### src/rtl/dma_trig_reqgen.sv
module dma_trig_reqgen #(
  parameter int N_GEN  = 4,
  parameter int N_TRIG = 24
) (
  input  logic              clk,
  input  logic              rst_n,
  input  logic              reg_we,
  input  logic [8:0]        reg_addr,
  input  logic [31:0]       reg_wdata,
  output logic [31:0]       reg_rdata,
  input  logic [N_TRIG-1:0] trig_in,
  output logic [N_GEN-1:0]  gen_req,
  input  logic [N_GEN-1:0]  gen_ack,
  output logic              ovr_irq
);
  localparam logic [8:0] CTL_BASE = 9'h100;
  localparam logic [8:0] STAT_ADR = 9'h140;
  localparam logic [8:0] CLR_ADR  = 9'h144;

  logic [N_TRIG-1:0] sync1_q, sync2_q, last_q;
  logic [31:0] cur_w, old_w;

  logic [4:0] sel_q [N_GEN];
  logic [1:0] mode_q [N_GEN];
  logic [4:0] nb_q [N_GEN];
  logic [4:0] left_q [N_GEN];
  logic [N_GEN-1:0] ie_q, en_q, busy_q, ovr_set, ovr_q, clr_mask;

  always_ff @(posedge clk) begin
    if (!rst_n) begin
      sync1_q <= '0;
      sync2_q <= '0;
      last_q  <= '0;
    end else begin
      sync1_q <= trig_in;
      sync2_q <= sync1_q;
      last_q  <= sync2_q;
    end
  end

  assign cur_w = 32'(sync2_q);
  assign old_w = 32'(last_q);

  for (genvar g = 0; g < N_GEN; g++) begin : gen_ch
    logic wr_ctl, rise, fall, fire;

    assign wr_ctl = reg_we && (reg_addr == CTL_BASE + 9'(4 * g));
    assign rise   = cur_w[sel_q[g]] & ~old_w[sel_q[g]];
    assign fall   = ~cur_w[sel_q[g]] & old_w[sel_q[g]];
    assign fire   = en_q[g] && ((mode_q[g] == 2'd1 && rise) ||
                                (mode_q[g] == 2'd2 && fall) ||
                                (mode_q[g] == 2'd3 && (rise || fall)));
    assign ovr_set[g] = fire && busy_q[g];

    always_ff @(posedge clk) begin
      if (!rst_n) begin
        sel_q[g]  <= '0;
        mode_q[g] <= '0;
        nb_q[g]   <= '0;
        ie_q[g]   <= 1'b0;
        en_q[g]   <= 1'b0;
      end else if (wr_ctl) begin
        sel_q[g]  <= reg_wdata[4:0];
        ie_q[g]   <= reg_wdata[8];
        en_q[g]   <= reg_wdata[16];
        mode_q[g] <= reg_wdata[18:17];
        if (!en_q[g]) nb_q[g] <= reg_wdata[23:19];
      end
    end

    always_ff @(posedge clk) begin
      if (!rst_n) begin
        busy_q[g] <= 1'b0;
        left_q[g] <= '0;
      end else if (!en_q[g] || (wr_ctl && !reg_wdata[16])) begin
        busy_q[g] <= 1'b0;
      end else if (!busy_q[g]) begin
        if (fire) begin
          busy_q[g] <= 1'b1;
          left_q[g] <= nb_q[g];
        end
      end else if (gen_ack[g]) begin
        if (left_q[g] == '0) busy_q[g] <= 1'b0;
        else left_q[g] <= left_q[g] - 5'd1;
      end
    end
  end

  assign clr_mask = (reg_we && reg_addr == CLR_ADR) ? reg_wdata[N_GEN-1:0] : '0;

  always_ff @(posedge clk) begin
    if (!rst_n) ovr_q <= '0;
    else        ovr_q <= (ovr_q & ~clr_mask) | ovr_set;
  end

  assign gen_req = busy_q;
  assign ovr_irq = |(ovr_q & ie_q);

  always_comb begin
    reg_rdata = '0;
    if (reg_addr == STAT_ADR) reg_rdata[N_GEN-1:0] = ovr_q;
    for (int g = 0; g < N_GEN; g++) begin
      if (reg_addr == CTL_BASE + 9'(4 * g))
        reg_rdata = {8'd0, nb_q[g], mode_q[g], en_q[g], 7'd0, ie_q[g], 3'd0, sel_q[g]};
    end
  end
endmodule

### config.mk
export PLATFORM = sky130hd
export DESIGN_NAME = dma_trig_reqgen
export DESIGN_NICKNAME = d
export VERILOG_FILES = /design/src/rtl/dma_trig_reqgen.sv
export SDC_FILE = /design/constraint.sdc
export NUM_CORES = 1
export LEC_CHECK = 0
export ABC_AREA = 1
export BUFFER_PORTS_ARGS = -buffer_cell sky130_fd_sc_hd__buf_2
export CORE_MARGIN = 2
export CORE_UTILIZATION = 30
export CTS_BUF_LIST = sky130_fd_sc_hd__clkbuf_16
export CTS_CLUSTER_DIAMETER = 120
export DETAILED_ROUTE_END_ITERATION = 6
export HOLD_SLACK_MARGIN = 0.02
export PLACE_DENSITY_LB_ADDON = 0.08
export SYNTH_ARGS = -nofsm -noshare
export SYNTH_HDL_FRONTEND = slang
export SYNTH_SLANG_ARGS = --single-unit
### constraint.sdc
create_clock -name clk -period 3.4 [get_ports clk]
set_input_delay 0.34 -clock clk [delete_from_list [all_inputs] [get_ports clk]]
set_output_delay 0.34 -clock clk [all_outputs]
set_load 0.1 [all_outputs]
Word level (Yosys, flattened, before mapping)
Memory sizes are Yosys's and may differ from the RTL's.
Cells that the tools add are included.
Widths: inputs -> output; s select.
Word-level totals
  flip-flop bits (word level): 88
  bits in latches: 0
  RAM bits: 68
  ROM bits: 0
  input port bits: 72
  output and inout bits: 37
  word-level logic and storage cells: 269
  memories: 4
Cells by class
  add/subtract/negate cells: 4
  multiply operators: 0
  divide/modulo/power cells: 0
  $lt $le $gt $ge: 4
  equal/unequal tests: 18
  shift-type cells: 0
  muxes and demuxes: 123
  bitwise logic cells: 41
  reduce and logical (&&, ||, !) cells: 59
Memories
  left_q: depth 4, bits a word 5, rd ports 4, clocked after Yosys merged registers in 0, write ports 4, line 26  | logic [4:0] left_q [N_GEN];
  nb_q: depth 4, bits a word 5, rd ports 4, clocked after Yosys merged registers in 0, write ports 4, line 25  | logic [4:0] nb_q [N_GEN];
  sel_q: depth 4, bits a word 5, rd ports 4, clocked after Yosys merged registers in 0, write ports 4, line 23  | logic [4:0] sel_q [N_GEN];
  mode_q: depth 4, bits a word 2, rd ports 4, clocked after Yosys merged registers in 0, write ports 4, line 24  | logic [1:0] mode_q [N_GEN];
Operator list (number)
  $mux 32: 3
  $mux 1: 89
  $mux 5: 16
  $eq 9x9->1 const B: 6
  $bmux 1 s5: 8
  $logic_and 1x1->1: 29
  $lt 5x6->1 const B: 4
  $mux 24: 1
  $logic_not 5->1: 4
  $or 1x1->1: 20
  $sub 5x1->5 const B: 4
  $eq 2x2->1 const B: 8
  $logic_or 1x1->1: 16
  $not 1->1: 9
  $and 1x1->1: 8
  $and 4x4->4: 2
  $eq 2x1->1 const B: 4
  $mux 2: 4
  $mux 4: 2
  $reduce_or 2->1: 4
  $logic_not 1->1: 5
  $not 4->4: 1
  $or 4x4->4: 1
  $reduce_or 4->1: 1

Depth between registers and ports, before layout
An unclocked memory read counts as a cell.
  depth in word-level cells: 16
  depth in mapped cells: 18

Worst setup path before layout
No wires, ideal clock.
  path type: input to output
  start: in reg_addr[6]
  end: out reg_rdata[18]
  arrival time: 3121 ps
  data required time: 3060 ps
  slack: -61 ps
  stages on the path: 5
  buffers on the path: 0
  cells stage by stage: nor2_1 > nand2_2 > nor3_4 > inv_1 > o21ai_0
On the way
  longest elaborated chain between the ends: 5
RTL lines
  start: declaration: line 8  | input logic [8:0] reg_addr,
  $eq 9x9->1: line 103  | if (reg_addr == CTL_BASE + 9'(4 * g))
  $mux 24: line 103
  $mux 32 (2 in a row): line 103
  $mux 32 *: line 103
  end: declaration: line 10  | output logic [31:0] reg_rdata,
Mark *: on every way between the ends. The rest lies on a longest branch, timed or not.

==> impl_metrics.py <==
metrics = {
    "run_status": {
        "status": "complete, no violations",
    },
    "cells_and_area": {
        "layout_common_cells": "236 x nand2_1, 182 x inv_1, 104 x nor2_1",
        "insertedDiodeCount": 0,
        "fillers": 3000,
        "post-route-cell-area_um2": 9730,
        "final_nets": 1280,
        "syn_to_final_growth_pct": 16.1,
        "layout_commonest_cell": "nand2_1",
        "drive_above_1_share_pct": 11.7,
    },
    "drt": {
        "final_antenna_net_count": 0,
        "via_count": 7492,
        "drc": 0,
        "viasPerCell": 4.72,
        "wl_um": 25800,
        "wire_per_inst_um": 16.3,
        "first_pass_iters": 5,
        "first_iter_violations": 667,
    },
    "synth": {
        "synth_ff_type": "dfxtp_1",
        "synth_top_area_share_pct": 24.4,
        "yosys_warnings": 0,
        "syn_inst": 1131,
        "ys_ff_latch": 156,
        "synth_area_leaders": "edfxtp_1 24%, dfxtp_1 21%, nand2_1 11%",
        "avgSynthCellArea_um2": 7.41,
        "ys_seq_area_share_pct": 45.4,
        "synth_cell_type_count": 36,
        "yosysTopAreaCell": "edfxtp_1",
        "synthArstFlopShare_pct": 0,
        "syn-cell-area_um2": 8380,
        "synth-edff-count": 68,
    },
    "min_path": {
        "hp-class": "input pin to register",
    },
    "floorplanning": {
        "num_io_pins": 109,
        "core_area_um2": 27600,
        "dieArea_um2": 29300,
        "die_h_um": 171,
        "initial_core_util_pct": 30.3,
        "die_w_um": 171,
        "rows": 61,
    },
    "worst_setup_path": {
        "critPathKind": "register to register",
        "path_delay_family": "simple AND/OR/NAND/NOR gates",
        "startpoint_type": "register",
        "cp_max_fo": 14,
        "path_cells": "buf_4, a21oi_1, o21ai_0, o21ai_1, nor2_1, nor2_1, a21oi_1, inv_1, ha_1, nand3_1, nand3_1, nor2_1, nand2_1, nor2_1, nand2_1, o21ai_0",
        "cpPeakStageDelay_ps": 620,
        "arrival_ps": 3220,
        "critPathRequiredTime_ps": 3680,
        "cp_slowest_cell": "edfxtp_1",
        "crit_top_cell": "nor2_1",
        "path_buf_inv": 2,
        "end_kind": "register",
    },
    "sta": {
        "slew_violations": 0,
        "period_minus_slack_ps": 2940,
        "setup_ws_ps": 463,
        "worstMarginPinSlew_ps": 787,
        "hold_violations": 0,
        "grt_setup_unrepaired": "false",
        "slew_headroom_pct": 47.0,
        "clock.fmax_mhz": 340,
        "fin_skew_ps": 11.7,
        "setup_viol": 0,
        "period_share_pct": 86.4,
    },
    "clocking": {
        "htree_num_levels": 4,
        "clk_path_buf_depth": 2,
        "insertion_delay_ps": 430,
        "cts_root_buf": "clkbuf_16",
        "cts-resized-gates": 0,
        "cts_tree": "done",
        "clock-sinks": 156,
        "cts_made_buffers": 17,
        "ctsHoldBuffers": 0,
        "postCtsSetupBuffers": 0,
        "path_clk_slew_ps": 80,
    },
    "place": {
        "gp_congestion": 0.840,
        "post-place-ws_ps": 480,
        "port_buffers": 72,
        "postPlaceCellArea_um2": 9140,
        "dp_hpwl_um": 19600,
    },
    "grt": {
        "grt_start_max_net_pins": 74,
        "grtUsageTotal_pct": 18.1,
        "antenna_found_initial": 0,
        "grt_pass1_wl_um": 40100,
        "grt-ovfl-total": 0,
        "grt_pass1_vias": 6835,
    },
    "pwr": {
        "power.leakage_nw": 4.66,
        "power_density_nw_per_um2": 464,
        "peakVddDrop_v": 0.000227,
    },
    "job": {
        "maxCapViolations": 0,
    },
}
-- area by class of cell --
class | count | area [um2] | share of cell area (%)
flip-flops and latches | 156 | 3800 | 39.1
multi-input cells | 744 | 3620 | 37.2
inverters | 183 | 687 | 7.06
repair buffers | 94 | 553 | 5.68
well taps | 378 | 473 | 4.86
clock buffers | 17 | 425 | 4.37
clock inverters | 15 | 165 | 1.70
-- metrics by stage --
step                      hold slack [ps]  setup TNS (ps)  power, mW  std cells  utilization [%]
after global routing                 73.4               0       4.72       1587             35.2
after CTS                            61.0               0       4.57       1587             35.2
final                                83.4               0       4.51       1587             35.2
after floorplan                       390            -246       2.47       1148                -
after detailed placement              396               0       2.63       1555             33.1
after global placement                396               0       2.63       1555             33.1
-- flip-flops by register name, summed over array words and instances (netlist names) --
name / cells
sync2_q: 24
sel_q: 20
mode_q: 8
ie_q: 4
ovr_q: 4
gen_req: 4
en_q: 4
sync1_q: 24
nb_q: 20
left_q: 20
last_q: 24
-- cells in the mapped netlist, types with 5 or more instances --
master	count
buf_4	18
o211ai_1	37
a21oi_1	83
nand4_1	17
nor2_2	6
buf_1	9
buf_2	17
o2111ai_1	5
edfxtp_1	68
ha_1	12
o21ai_0	95
nand2_1	236
o22ai_1	5
nand3_1	90
dfxtp_1	88
xor2_1	7
nor3_1	6
clkbuf_1	21
inv_1	182
nor2_1	104
-- tightest hold or removal path: cells and delay by family --
kind | cells | cell delay, ps
buffers and inverters | 2 | 110
AND/OR/NAND/NOR | 1 | 40
-- kinds of logic after synthesis --
family | share of synthesized area (%)
AO/OA/AOI/OAI | 15.5
XOR/XNOR | 0.836
adder cells (fa/ha/maj) | 1.79
buffers and inverters | 12.2
flip-flops | 45.4
other | 0.0447
AND/OR/NAND/NOR | 24.3
-- routing by layer --
layer	up-vias	wire length (um)	GRT usage, %
met1	3469	13700	27.6
met2	204	10500	26.4
met4	0	174	3.50
li1	3805	-	-
met5	-	0	0
met3	14	1480	3.47
-- where the power goes --
| group | internal, mW | switching (mW) | leakage (nW) | total (mW) |
|---|---|---|---|---|
| sequential | 2.02 | 0.0636 | 1.40 | 2.08 |
| combinational | 0.141 | 0.365 | 2.98 | 0.506 |
| clock | 0.991 | 0.931 | 0.289 | 1.92 |
| total | 3.15 | 1.36 | 4.66 | 4.51 |
-- path summary, 6_finish.rpt --
kind | slack, ps | startpoint | depth (start not counted) | to
worst max-delay path | 460 | sel_q[3][0] | 16 | left_q[3][4]
worst min-delay path | 80 | trig_in[11] | 3 | sync1_q[11]
worst max register to register | 460 | sel_q[3][0] | 16 | left_q[3][4]
worst min register to register | 410 | sync1_q[15] | 2 | sync2_q[15]
Note: power is estimated with default switching activity, not from simulation.
